--- src/rtl/uart_dreg_pkg.sv ---
package uart_dreg_pkg;
  localparam int unsigned BUS_W     = 8;
  // status/control bit positions at address 1
  localparam int unsigned ST_TDRE   = 0;
  localparam int unsigned ST_RDRF   = 1;
  localparam int unsigned ST_PE     = 2;
  localparam int unsigned ST_FE     = 3;
  localparam int unsigned ST_ORE    = 4;
  localparam int unsigned CT_SHORT  = 5;
  localparam int unsigned CT_TXEN   = 6;
  localparam int unsigned CT_RXIE   = 7;

  typedef struct packed {
    logic rx_ie;
    logic tx_en;
    logic len_short;
  } ctrl_t;
endpackage

--- src/rtl/uart_rx_hold.sv ---
module uart_rx_hold #(
  parameter int unsigned DATA_W = 8
) (
  input  logic              clk_i,
  input  logic              rst_ni,
  input  logic              load_i,
  input  logic [DATA_W-1:0] data_i,
  input  logic              pe_i,
  input  logic              fe_i,
  input  logic              rd_i,
  input  logic              len_short_i,
  output logic [DATA_W-1:0] data_o,
  output logic              full_o,
  output logic              pe_o,
  output logic              fe_o,
  output logic              ore_o
);
  logic [DATA_W-1:0] hold_q;
  logic              accept;

  assign accept = load_i & (~full_o | rd_i);

  always_ff @(posedge clk_i or negedge rst_ni) begin
    if (!rst_ni) begin
      hold_q <= '0;
      full_o <= 1'b0;
      pe_o   <= 1'b0;
      fe_o   <= 1'b0;
      ore_o  <= 1'b0;
    end else begin
      if (accept) begin
        hold_q <= data_i;
        pe_o   <= pe_i;
        fe_o   <= fe_i;
        full_o <= 1'b1;
      end else if (rd_i) begin
        pe_o   <= 1'b0;
        fe_o   <= 1'b0;
        full_o <= 1'b0;
      end
      // new character dropped, old one kept
      if (load_i && full_o && !rd_i) ore_o <= 1'b1;
      else if (rd_i)                 ore_o <= 1'b0;
    end
  end

  assign data_o = len_short_i ? {1'b0, hold_q[DATA_W-2:0]} : hold_q;
endmodule

--- src/rtl/uart_tx_hold.sv ---
module uart_tx_hold #(
  parameter int unsigned DATA_W = 8
) (
  input  logic              clk_i,
  input  logic              rst_ni,
  input  logic              wr_i,
  input  logic [DATA_W-1:0] wdata_i,
  input  logic              en_i,
  input  logic              len_short_i,
  input  logic              busy_i,
  output logic              take_o,
  output logic [DATA_W-1:0] data_o,
  output logic              empty_o
);
  logic [DATA_W-1:0] hold_q;
  logic              wr_ok;

  assign wr_ok  = wr_i & en_i;
  assign take_o = ~empty_o & ~busy_i;

  always_ff @(posedge clk_i or negedge rst_ni) begin
    if (!rst_ni) begin
      hold_q  <= '0;
      empty_o <= 1'b1;
    end else if (wr_ok) begin
      hold_q  <= wdata_i;
      empty_o <= 1'b0;
    end else if (take_o) begin
      empty_o <= 1'b1;
    end
  end

  assign data_o = len_short_i ? {1'b0, hold_q[DATA_W-2:0]} : hold_q;
endmodule

--- src/rtl/uart_data_regs.sv ---
module uart_data_regs
  import uart_dreg_pkg::*;
#(
  parameter int unsigned DATA_W = 8
) (
  input  logic              clk_i,
  input  logic              rst_ni,
  input  logic              bus_addr_i,
  input  logic              bus_rd_i,
  input  logic              bus_wr_i,
  input  logic [BUS_W-1:0]  bus_wdata_i,
  output logic [BUS_W-1:0]  bus_rdata_o,
  input  logic              rx_load_i,
  input  logic [DATA_W-1:0] rx_data_i,
  input  logic              rx_pe_i,
  input  logic              rx_fe_i,
  output logic              rx_irq_o,
  input  logic              tx_busy_i,
  output logic              tx_take_o,
  output logic [DATA_W-1:0] tx_data_o
);
  localparam int unsigned PAD_W = (BUS_W > DATA_W) ? BUS_W - DATA_W : 0;

  ctrl_t             ctrl_q;
  logic              data_rd, data_wr;
  logic [DATA_W-1:0] rx_data;
  logic              rx_full, rx_pe, rx_fe, rx_ore, tx_empty;
  logic [BUS_W-1:0]  status;

  assign data_rd = bus_rd_i & ~bus_addr_i;
  assign data_wr = bus_wr_i & ~bus_addr_i;

  always_ff @(posedge clk_i or negedge rst_ni) begin
    if (!rst_ni)                    ctrl_q <= '0;
    else if (bus_wr_i && bus_addr_i) ctrl_q <= '{rx_ie:     bus_wdata_i[CT_RXIE],
                                                 tx_en:     bus_wdata_i[CT_TXEN],
                                                 len_short: bus_wdata_i[CT_SHORT]};
  end

  uart_rx_hold #(.DATA_W(DATA_W)) u_rx (
    .clk_i, .rst_ni,
    .load_i(rx_load_i), .data_i(rx_data_i), .pe_i(rx_pe_i), .fe_i(rx_fe_i),
    .rd_i(data_rd), .len_short_i(ctrl_q.len_short),
    .data_o(rx_data), .full_o(rx_full), .pe_o(rx_pe), .fe_o(rx_fe), .ore_o(rx_ore)
  );

  uart_tx_hold #(.DATA_W(DATA_W)) u_tx (
    .clk_i, .rst_ni,
    .wr_i(data_wr), .wdata_i(bus_wdata_i[DATA_W-1:0]), .en_i(ctrl_q.tx_en),
    .len_short_i(ctrl_q.len_short), .busy_i(tx_busy_i),
    .take_o(tx_take_o), .data_o(tx_data_o), .empty_o(tx_empty)
  );

  always_comb begin
    status           = '0;
    status[ST_TDRE]  = tx_empty;
    status[ST_RDRF]  = rx_full;
    status[ST_PE]    = rx_pe;
    status[ST_FE]    = rx_fe;
    status[ST_ORE]   = rx_ore;
    status[CT_SHORT] = ctrl_q.len_short;
    status[CT_TXEN]  = ctrl_q.tx_en;
    status[CT_RXIE]  = ctrl_q.rx_ie;
  end

  generate
    if (PAD_W > 0) begin : g_pad
      assign bus_rdata_o = bus_addr_i ? status : {{PAD_W{1'b0}}, rx_data};
    end else begin : g_nopad
      assign bus_rdata_o = bus_addr_i ? status : rx_data[BUS_W-1:0];
    end
  endgenerate

  assign rx_irq_o = rx_full & ctrl_q.rx_ie;
endmodule

--- config.mk ---
export PLATFORM = sky130hd
export DESIGN_NAME = uart_data_regs
export DESIGN_NICKNAME = d
export VERILOG_FILES = /design/src/rtl/uart_dreg_pkg.sv /design/src/rtl/uart_rx_hold.sv /design/src/rtl/uart_tx_hold.sv /design/src/rtl/uart_data_regs.sv
export SDC_FILE = /design/constraint.sdc
export NUM_CORES = 1
export LEC_CHECK = 0
export ABC_AREA = 1
export BUFFER_PORTS_ARGS = -buffer_cell sky130_fd_sc_hd__buf_4
export CAP_MARGIN = 10
export CELL_PAD_IN_SITES_DETAIL_PLACEMENT = 0
export CELL_PAD_IN_SITES_GLOBAL_PLACEMENT = 1
export CORE_MARGIN = 2
export CORE_UTILIZATION = 38
export CTS_CLUSTER_DIAMETER = 50
export CTS_CLUSTER_SIZE = 25
export DETAILED_ROUTE_END_ITERATION = 12
export HOLD_SLACK_MARGIN = 0.05
export PLACE_DENSITY = 0.95
export SYNTH_ARGS = -nofsm -noshare
export SYNTH_HDL_FRONTEND = slang
export SYNTH_SLANG_ARGS = --single-unit
--- constraint.sdc ---
create_clock -name clk_i -period 1.7 [get_ports clk_i]
set_clock_uncertainty 0.1 [all_clocks]
set_input_delay 0.255 -clock clk_i [delete_from_list [all_inputs] [get_ports clk_i]]
set_output_delay 0.255 -clock clk_i [all_outputs]
set_load 0.005 [all_outputs]
==> impl_metrics.py, run 1 <==
metrics = {
    "status": {
        "status": "finished clean",
    },
    "cells_and_area": {
        "fill_cells": 285,
        "syn_to_final_growth_pct": 31.89,
        "drive_gt1_share_pct": 35.43,
        "final_cells": 208,
        "multiInputGateArea_um2": 449.2,
        "register_area_um2": 601.8,
        "final_nets": 201,
        "num_antenna_cells": 0,
    },
    "setup_path": {
        "cp-start-kind": "flop",
        "critPathTopFamily": "flip-flops",
        "crit_cells": 3,
        "arrival_ns": 1.13,
        "crit_required_ns": 1.34,
        "worstPathMaxFanout": 3,
        "r2r_slack_ns": 0.51,
        "end_kind": "primary output",
        "rr_worst_depth": 4,
        "crit_chain": "nand2_1, nand2_1, buf_4",
        "max_stage_delay_ns": 0.57,
        "worst_path_max_delay_cell": "dfstp_2",
        "crit_type": "flop to primary output",
        "path_common_cell": "nand2_1",
        "crit_buf_inv": 1,
    },
    "synth": {
        "syn_avg_cell_area_um2": 8.870,
        "syn_nets": 159,
        "async_flop_share_pct": 100.0,
        "yosys.area.top_type": "dfrtp_1",
        "synth_top_area_share_pct": 48.42,
        "ys_seq_area_share_pct": 50.63,
        "syn_area_um2": 1189,
        "synth-edff-count": 0,
        "ys_warn_count": 0,
        "synthMostInstantiatedCell": "nand2_1",
        "synthTopCellsByArea": "dfrtp_1, nand2_1, nand3_2",
        "yosysUniqueCellTypes": 18,
        "syn_inst": 134,
        "synth-main-ff-cell": "dfrtp_1",
        "synth_seq_cells": 24,
        "synth.cells.most_frequent": "nand2_1, dfrtp_1, inv_1",
    },
    "floorplan": {
        "die_h_um": 59.93,
        "ioPinCount": 43,
        "die-area_um2": 3592,
        "start_util_pct": 39.58,
        "die_x_um": 59.93,
        "row_count": 20,
        "core_um2": 3003,
    },
    "timing": {
        "min_period_over_period_pct": 87.56,
        "drv_slew": 0,
        "rsz0062_at_grt": "false",
        "fin_crit_ns": 1.488,
        "tightest_slew_ns": 0.3076,
        "hold_viol": 0,
        "worst_slew_margin_rel_pct": 79.49,
        "fin_tns_setup_ns": 0,
        "setup_violations": 0,
        "fmax_ghz": 0.6718,
    },
    "route": {
        "drc": 0,
        "drt-initial-drc-count": 35,
        "antenna_left": 0,
        "routedWlPerCell_um": 11.98,
        "finalWirelength_um": 2492,
        "first_pass_iters": 4,
        "viasPerCell": 4.606,
        "dr_total_vias": 958,
    },
    "placement": {
        "dp_hpwl_um": 1791,
        "dp_cells": 198,
        "numPortBuffers": 42,
        "routabilityCongestion": 0.8543,
    },
    "cts": {
        "clockBufferDepth": 2,
        "clk_latency_ns": 0.32,
        "cts_tree": "built",
        "cts_buffers": 3,
        "cts_root_buf": "clkbuf_4",
        "h-tree-depth": 1,
        "clk_pin_slew_ns": 0.14,
        "clkSinkCount": 24,
    },
    "power": {
        "power_mw": 1.591,
        "p_per_area_nw_per_um2": 1015,
        "leakage_nw": 0.8506,
        "ir_drop_mv": 0.4161,
    },
    "global_routing": {
        "grt_pass1_vias": 859,
        "gr-usage-all-layers_pct": 14.46,
        "grt_max_degree": 25,
        "grt_pass1_wl_um": 3774,
        "antenna_found_initial": 0,
        "gr-total-overflow": 0,
    },
    "min_path": {
        "hp-class": "input port to flop",
        "hold_path_depth": 3,
    },
    "flow_run": {
        "maxCapViolCount": 0,
    },
}
-- logic make-up (layout without fill, tap and decap cells) --
kind of cell | count (synthesis) | count (layout) | synth area share [%]
compound gates | 16 | 16 | 7.684
buf+inv | 23 | 64 | 11.58
flops | 24 | 24 | 50.63
simple gates | 71 | 71 | 30.10
-- per-layer routing --
| layer | routed length, um | vias up | GRT usage, % | part of all wire, % |
|---|---|---|---|---|
| met4 | 43 | 0 | 6.667 | 1.7 |
| li1 | - | 493 | - | - |
| met3 | 80 | 4 | 1.299 | 3.2 |
| met2 | 1231 | 21 | 22.98 | 49 |
| met5 | 0 | - | 0 | 0 |
| met1 | 1137 | 440 | 19.89 | 46 |
-- final cells by class --
cell class / instances / area share, %
well taps: 33 / 2.634
flip-flops and latches: 24 / 38.39
clock inverters: 1 / 1.915
clock buffers: 3 / 1.437
repair buffers: 48 / 23.94
multi-input cells: 87 / 28.65
inverters: 12 / 3.033
-- placed cells by master, fill, tap and decap left out, types with 2 or more instances in the layout --
master | netlist | routed
nand2_1 | 53 | 53
dfrtp_1 | 23 | 23
o21ai_1 | 8 | 8
nor2_1 | 3 | 3
nand2_2 | 2 | 2
nand3_2 | 9 | 9
inv_1 | 11 | 11
nand2_4 | 2 | 2
buf_4 | 9 | 42
dlygate4sd3_1 | 0 | 6
o211ai_1 | 2 | 2
clkbuf_4 | 0 | 3
o21ai_0 | 4 | 4
-- timing repair --
action | 4_1_cts | 5_1_grt
setup buffers | 0 | 0
hold endpoints to repair | 26 | 3
resized for setup | 0 | 0
hold buffers | 3 | 3
-- power by group --
part | total [mW] | switching (mW) | leakage [nW] | internal [mW]
Sequential | 0.763 | 0.0736 | 0.294 | 0.690
Combinational | 0.409 | 0.183 | 0.529 | 0.227
Clock | 0.418 | 0.180 | 0.0279 | 0.239
Total | 1.59 | 0.436 | 0.851 | 1.15
-- flip-flops by register name (all words and copies together), names as in the netlist --
name / cells
u_rx.full_o: 1
u_rx.ore_o: 1
u_rx.fe_o: 1
u_tx.hold_q: 8
u_rx.pe_o: 1
u_rx.hold_q: 8
u_tx.empty_o: 1
ctrl_q: 3
-- final timing paths --
path	start	to
setup / recovery	u_tx.empty_o	bus_rdata_o[0]
hold / removal	bus_wdata_i[1]	u_tx.hold_q[1]
setup reg to reg	u_rx.full_o	u_rx.hold_q[2]
hold reg to reg	u_rx.hold_q[3]	u_rx.hold_q[3]
max in group asynchronous	rst_ni	u_tx.empty_o
min in group asynchronous	rst_ni	u_rx.hold_q[0]
-- metrics by stage --
| stage | hold slack, ns | setup WS, ns | utilization (%) | instance area, um^2 |
|---|---|---|---|---|
| 5_1_grt | 0.05609 | 0.1785 | 52.21 | 1568 |
| 2_1_floorplan | -0.1406 | 0.7173 | - | 1189 |
| 4_1_cts | 0.05088 | 0.2015 | 51.21 | 1538 |
| 3_3_place_gp | 0.06331 | 0.4512 | 48.46 | 1455 |
| 6_report | 0.05592 | 0.2116 | 52.21 | 1568 |
| 3_5_place_dp | 0.07201 | 0.3970 | 48.46 | 1455 |
-- worst min-delay path, delay by kind of cell --
kind	cells	cell delay, ns
compound gates	1	0.06
buf+inv	2	0.15
(Power assumes the default switching activity.)
==> run 2: changes to the inputs <==
--- a/config.mk
+++ b/config.mk
@@ -5,18 +5,17 @@
 export SDC_FILE = /design/constraint.sdc
 export NUM_CORES = 1
 export LEC_CHECK = 0
-export ABC_AREA = 1
 export BUFFER_PORTS_ARGS = -buffer_cell sky130_fd_sc_hd__buf_4
 export CAP_MARGIN = 10
 export CELL_PAD_IN_SITES_DETAIL_PLACEMENT = 0
 export CELL_PAD_IN_SITES_GLOBAL_PLACEMENT = 1
 export CORE_MARGIN = 2
-export CORE_UTILIZATION = 38
+export CORE_UTILIZATION = 39
 export CTS_CLUSTER_DIAMETER = 50
 export CTS_CLUSTER_SIZE = 25
 export DETAILED_ROUTE_END_ITERATION = 12
 export HOLD_SLACK_MARGIN = 0.05
-export PLACE_DENSITY = 0.95
+export PLACE_DENSITY = 0.93
 export SYNTH_ARGS = -nofsm -noshare
 export SYNTH_HDL_FRONTEND = slang
 export SYNTH_SLANG_ARGS = --single-unit
==> impl_metrics.py, run 2 <==
metrics = {
    "setup_path": {
        "arrival_ns": 1.22,
        "rr_worst_depth": 2,
        "r2r_slack_ns": 0.29,
        "max_stage_delay_ns": 0.49,
        "worst_path_max_delay_cell": "dfrtp_1",
        "crit_required_ns": 1.34,
        "worstPathMaxFanout": 6,
        "end_kind": "primary output",
        "cp-start-kind": "flop",
        "crit_chain": "mux2_2, buf_4",
        "r2r_end": "u_rx.hold_q[5]",
        "crit_buf_inv": 1,
        "reg2reg_from": "u_rx.full_o",
        "crit_type": "flop to primary output",
        "critPathTopFamily": "flip-flops",
    },
    "cells_and_area": {
        "register_area_um2": 601.8,
        "drive_gt1_share_pct": 61.79,
        "num_antenna_cells": 0,
        "syn_to_final_growth_pct": 39.11,
        "final_nets": 149,
        "largestRegisters": "u_rx.hold_q x8, u_tx.hold_q x8, ctrl_q x3",
        "final_cell_mix": "buf_4, mux2_2, dfrtp_1",
        "final_common_cell": "buf_4",
        "utilization_pct": 56.00,
        "multiInputGateArea_um2": 421.7,
        "fill_cells": 252,
    },
    "route": {
        "drt-initial-drc-count": 4,
        "antenna_left": 0,
        "met3WireLength_um": 141,
        "drc": 0,
        "highest_layer": "met3",
        "wl_met2_um": 949,
        "finalWirelength_um": 1955,
        "routedWlPerCell_um": 12.69,
        "wl_met1_um": 864,
        "dr_total_vias": 730,
        "first_pass_iters": 2,
        "viasPerCell": 4.740,
    },
    "cts": {
        "clockBufferDepth": 2,
        "cts_tree": "built",
        "clk_pin_slew_ns": 0.13,
        "cts_buffers": 3,
        "h-tree-depth": 1,
        "clk_latency_ns": 0.30,
        "cts_root_buf": "clkbuf_4",
        "clkSinkCount": 24,
        "post-cts-setup-buffers": 0,
    },
    "timing": {
        "rsz0062_at_grt": "false",
        "fin_tns_setup_ns": 0,
        "tightest_slew_ns": 0.3367,
        "fmax_ghz": 0.6345,
        "holdWs_ns": 0.07154,
        "setup_violations": 0,
        "worst_slew_margin_rel_pct": 77.50,
        "hold_viol": 0,
        "drv_slew": 0,
        "min_period_over_period_pct": 92.71,
        "fin_crit_ns": 1.576,
    },
    "synth": {
        "synthMostInstantiatedCell": "mux2_2",
        "synth_seq_cells": 24,
        "ys_warn_count": 0,
        "ys_seq_area_share_pct": 55.16,
        "synth-main-ff-cell": "dfrtp_1",
        "synth-edff-count": 0,
        "syn_inst": 77,
        "yosys.area.top_type": "dfrtp_1",
        "syn_avg_cell_area_um2": 14.17,
        "yosysUniqueCellTypes": 16,
        "syn_area_um2": 1091,
        "async_flop_share_pct": 100.0,
        "synth.cells.most_frequent": "mux2_2, dfrtp_1, buf_4",
        "synthTopCellsByArea": "dfrtp_1, mux2_2, buf_4",
        "synth_top_area_share_pct": 52.75,
        "syn_nets": 102,
    },
    "power": {
        "ir_drop_mv": 0.6657,
        "leakage_nw": 0.7250,
        "power_mw": 1.559,
        "p_per_area_nw_per_um2": 1027,
    },
    "global_routing": {
        "gr-usage-all-layers_pct": 11.87,
        "gr-total-overflow": 0,
        "antenna_found_initial": 0,
        "grt_pass1_wl_um": 2980,
        "grt_max_degree": 25,
        "grt_pass1_vias": 694,
    },
    "floorplan": {
        "die_x_um": 56.89,
        "die-area_um2": 3236,
        "ioPinCount": 43,
        "start_util_pct": 40.26,
        "die_h_um": 56.89,
        "row_count": 19,
        "core_um2": 2710,
    },
    "flow_run": {
        "maxCapViolCount": 0,
    },
    "min_path": {
        "min_to": "u_rx.hold_q[0]",
        "hold_path_depth": 2,
        "min_from": "rx_data_i[0]",
        "hp-class": "input port to flop",
    },
    "placement": {
        "routabilityCongestion": 0.6572,
        "numPortBuffers": 42,
        "dp_hpwl_um": 1418,
    },
    "status": {
        "status": "finished clean",
    },
}
## run 2: how the worst max path moves through the flow
| stage | from | end | slack, ns | cells past startpoint |
|---|---|---|---|---|
| after floorplan | u_rx.full_o | u_rx.hold_q[0] | 0.43 | 2 |
| after global placement | bus_addr_i | u_rx.hold_q[0] | 0.22 | 4 |
| after detailed placement | bus_addr_i | u_rx.hold_q[1] | 0.18 | 4 |
| after CTS | u_rx.full_o | bus_rdata_o[1] | 0.11 | 2 |
| after global routing | u_rx.full_o | bus_rdata_o[1] | 0.06 | 2 |
| final | u_rx.full_o | bus_rdata_o[1] | 0.12 | 2 |
## run 2: layout make-up
class / instances / area share [%]
timing repair buffer: 50 / 26.05
tap: 31 / 2.556
clock inverter: 1 / 1.979
multi-input combinational: 43 / 27.78
clock buffer: 3 / 1.484
sequential: 24 / 39.65
inverter: 2 / 0.4946
## run 2: logic make-up after synthesis
| logic type | share of synthesized area [%] |
|---|---|
| AO/OA/AOI/OAI | 6.423 |
| buffers and inverters | 6.193 |
| flip-flops | 55.16 |
| multiplexers | 26.83 |
| AND/OR/NAND/NOR | 5.389 |
## run 2: through the flow
step                worst slack (ns)  cells  area, um^2
floorplan                     0.4291     77        1091
global placement              0.2158    142        1385
detailed placement            0.1817    142        1385
CTS                           0.1135    149        1468
global route                 0.05565    154        1518
finish                        0.1239    154        1518
## run 2: worst reg2reg max path: cells and delay by family, from the launching register on
family | cells | cell delay (ns)
AO/OA/AOI/OAI | 1 | 0.35
multiplexers | 1 | 0.38
flip-flops | 1 | 0.49
## run 2: report_power, final
group	internal, mW	total (mW)	switching (mW)	leakage [nW]
clock	0.238	0.397	0.159	0.0279
sequential	0.688	0.751	0.0632	0.281
combinational	0.284	0.411	0.127	0.416
## run 2: what timing repair did
| item | in CTS | in global routing |
|---|---|---|
| endpoints found under the hold margin | 26 | 5 |
| hold buffers | 3 | 5 |
| gates resized for setup | 0 | 0 |
## run 2: layer usage
| metal | vias to the layer above | global-route usage [%] |
|---|---|---|
| li1 | 352 | - |
| met1 | 349 | 15.86 |
| met2 | 29 | 18.88 |
| met3 | 0 | 3.456 |
| met4 | 0 | 2.990 |
| met5 | - | 0 |
==> run 3: changes to the inputs <==
--- a/config.mk
+++ b/config.mk
@@ -14,6 +14,7 @@
 export CTS_CLUSTER_DIAMETER = 50
 export CTS_CLUSTER_SIZE = 25
 export DETAILED_ROUTE_END_ITERATION = 12
+export GPL_TIMING_DRIVEN = 0
 export HOLD_SLACK_MARGIN = 0.05
 export PLACE_DENSITY = 0.93
 export SYNTH_ARGS = -nofsm -noshare
==> impl_metrics.py, run 3 (synthesis results as in run 2) <==
metrics = {
    "status": {
        "status": "finished clean",
    },
    "timing": {
        "rsz0062_at_grt": "false",
        "drv_slew": 0,
        "worst_slew_margin_rel_pct": 77.02,
        "fmax_ghz": 0.6338,
        "fin_crit_ns": 1.578,
        "tightest_slew_ns": 0.3439,
        "min_period_over_period_pct": 92.81,
        "setup_violations": 0,
        "hold_viol": 0,
        "fin_tns_setup_ns": 0,
    },
    "route": {
        "finalWirelength_um": 2046,
        "drt-initial-drc-count": 5,
        "antenna_left": 0,
        "viasPerCell": 4.968,
        "routedWlPerCell_um": 13.03,
        "first_pass_iters": 3,
        "dr_total_vias": 780,
        "drc": 0,
    },
    "cts": {
        "clkSinkCount": 24,
        "cts_root_buf": "clkbuf_4",
        "cts_buffers": 3,
        "cts_tree": "built",
        "clockBufferDepth": 2,
        "h-tree-depth": 1,
        "clk_latency_ns": 0.30,
        "post-cts-setup-buffers": 0,
        "ctsResizeCount": 0,
        "clk_pin_slew_ns": 0.12,
        "cts_hold_buf": 3,
    },
    "setup_path": {
        "arrival_ns": 1.22,
        "cp-start-kind": "flop",
        "crit_type": "flop to primary output",
        "worstPathMaxFanout": 6,
        "end_kind": "primary output",
        "crit_required_ns": 1.34,
    },
    "cells_and_area": {
        "final_cell_mix": "buf_4, mux2_2, dfrtp_1",
        "num_antenna_cells": 0,
        "final_nets": 152,
        "fill_cells": 259,
        "final_common_cell": "buf_4",
        "syn_to_final_growth_pct": 38.53,
        "fin_area_um2": 1511,
        "drive_gt1_share_pct": 66.67,
        "largestRegisters": "u_rx.hold_q x8, u_tx.hold_q x8, ctrl_q x3",
        "register_area_um2": 601.8,
        "multiInputGateArea_um2": 421.7,
    },
    "placement": {
        "routabilityCongestion": 0.6707,
        "numPortBuffers": 42,
        "dpl_cell_area_um2": 1445,
        "dp_hpwl_um": 1563,
    },
    "flow_run": {
        "maxCapViolCount": 0,
    },
    "min_path": {
        "hp-class": "input port to flop",
    },
    "global_routing": {
        "gr-usage-all-layers_pct": 13.88,
        "gr-total-overflow": 0,
        "grt_pass1_vias": 804,
        "grt_max_degree": 25,
        "grt_pass1_wl_um": 3477,
        "antenna_found_initial": 0,
    },
    "floorplan": {
        "die-area_um2": 3236,
        "row_count": 19,
        "die_h_um": 56.89,
        "die_x_um": 56.89,
        "ioPinCount": 43,
        "core_um2": 2710,
        "start_util_pct": 40.26,
    },
    "power": {
        "ir_drop_mv": 0.6144,
        "power_mw": 1.510,
        "leakage_nw": 0.7359,
        "p_per_area_nw_per_um2": 999.3,
    },
}
run 3: changes by cell type in the layout (fill, tap and decap cells not counted):
| cell | delta |
|---|---|
| buf_4 | +8 |
| dlygate4sd3_1 | -5 |
| bufinv_16 | -1 |
| clkbuf_8 | +1 |
run 3: per-stage QoR:
step,hold WS (ns),cells,utilization (%),setup WS (ns)
floorplan,-0.1406,77,-,0.4291
global placement,0.06533,150,53.32,0.2469
detailed placement,0.07252,150,53.32,0.2188
CTS,0.05278,157,55.77,0.1083
global route,0.05592,157,55.77,0.04217
finish,0.07149,157,55.77,0.1222
run 3: worst paths after layout:
check / slack, ns / startpoint / to / depth (start not counted)
max in group asynchronous: 0.94 / rst_ni / u_tx.empty_o / 2
setup / recovery: 0.12 / u_rx.full_o / bus_rdata_o[1] / 2
min in group asynchronous: 0.27 / rst_ni / u_rx.full_o / 2
hold reg to reg: 0.39 / u_tx.empty_o / u_tx.empty_o / 2
setup reg to reg: 0.28 / u_rx.full_o / u_rx.hold_q[7] / 2
hold / removal: 0.07 / rx_pe_i / u_rx.pe_o / 2
run 3: metal layers:
layer  wire, um  up-vias  GRT usage (%)
li1           -      359              -
met1        853      392          17.78
met2       1055       29          23.97
met3        138        0          2.304
met4          0        0          3.987
met5          0        -              0
run 3: critical path, stage by stage (launching register included):
cell and delay [ns]:
dfrtp_1 0.49, mux2_2 0.30, buf_4 0.13
run 3: report_power, final:
part / internal (mW) / total [mW] / switching, mW
sequential: 0.688 / 0.752 / 0.0639
combinational: 0.333 / 0.469 / 0.137
clock: 0.131 / 0.289 / 0.159
run 3: layout make-up:
class / instances / share of cell area, %
multi-input cells: 43 / 27.90
inverters: 2 / 0.4967
flip-flops and latches: 24 / 39.82
well taps: 31 / 2.566
plain buffers: 8 / 3.974
repair buffers: 45 / 22.85
clock buffers: 4 / 2.401
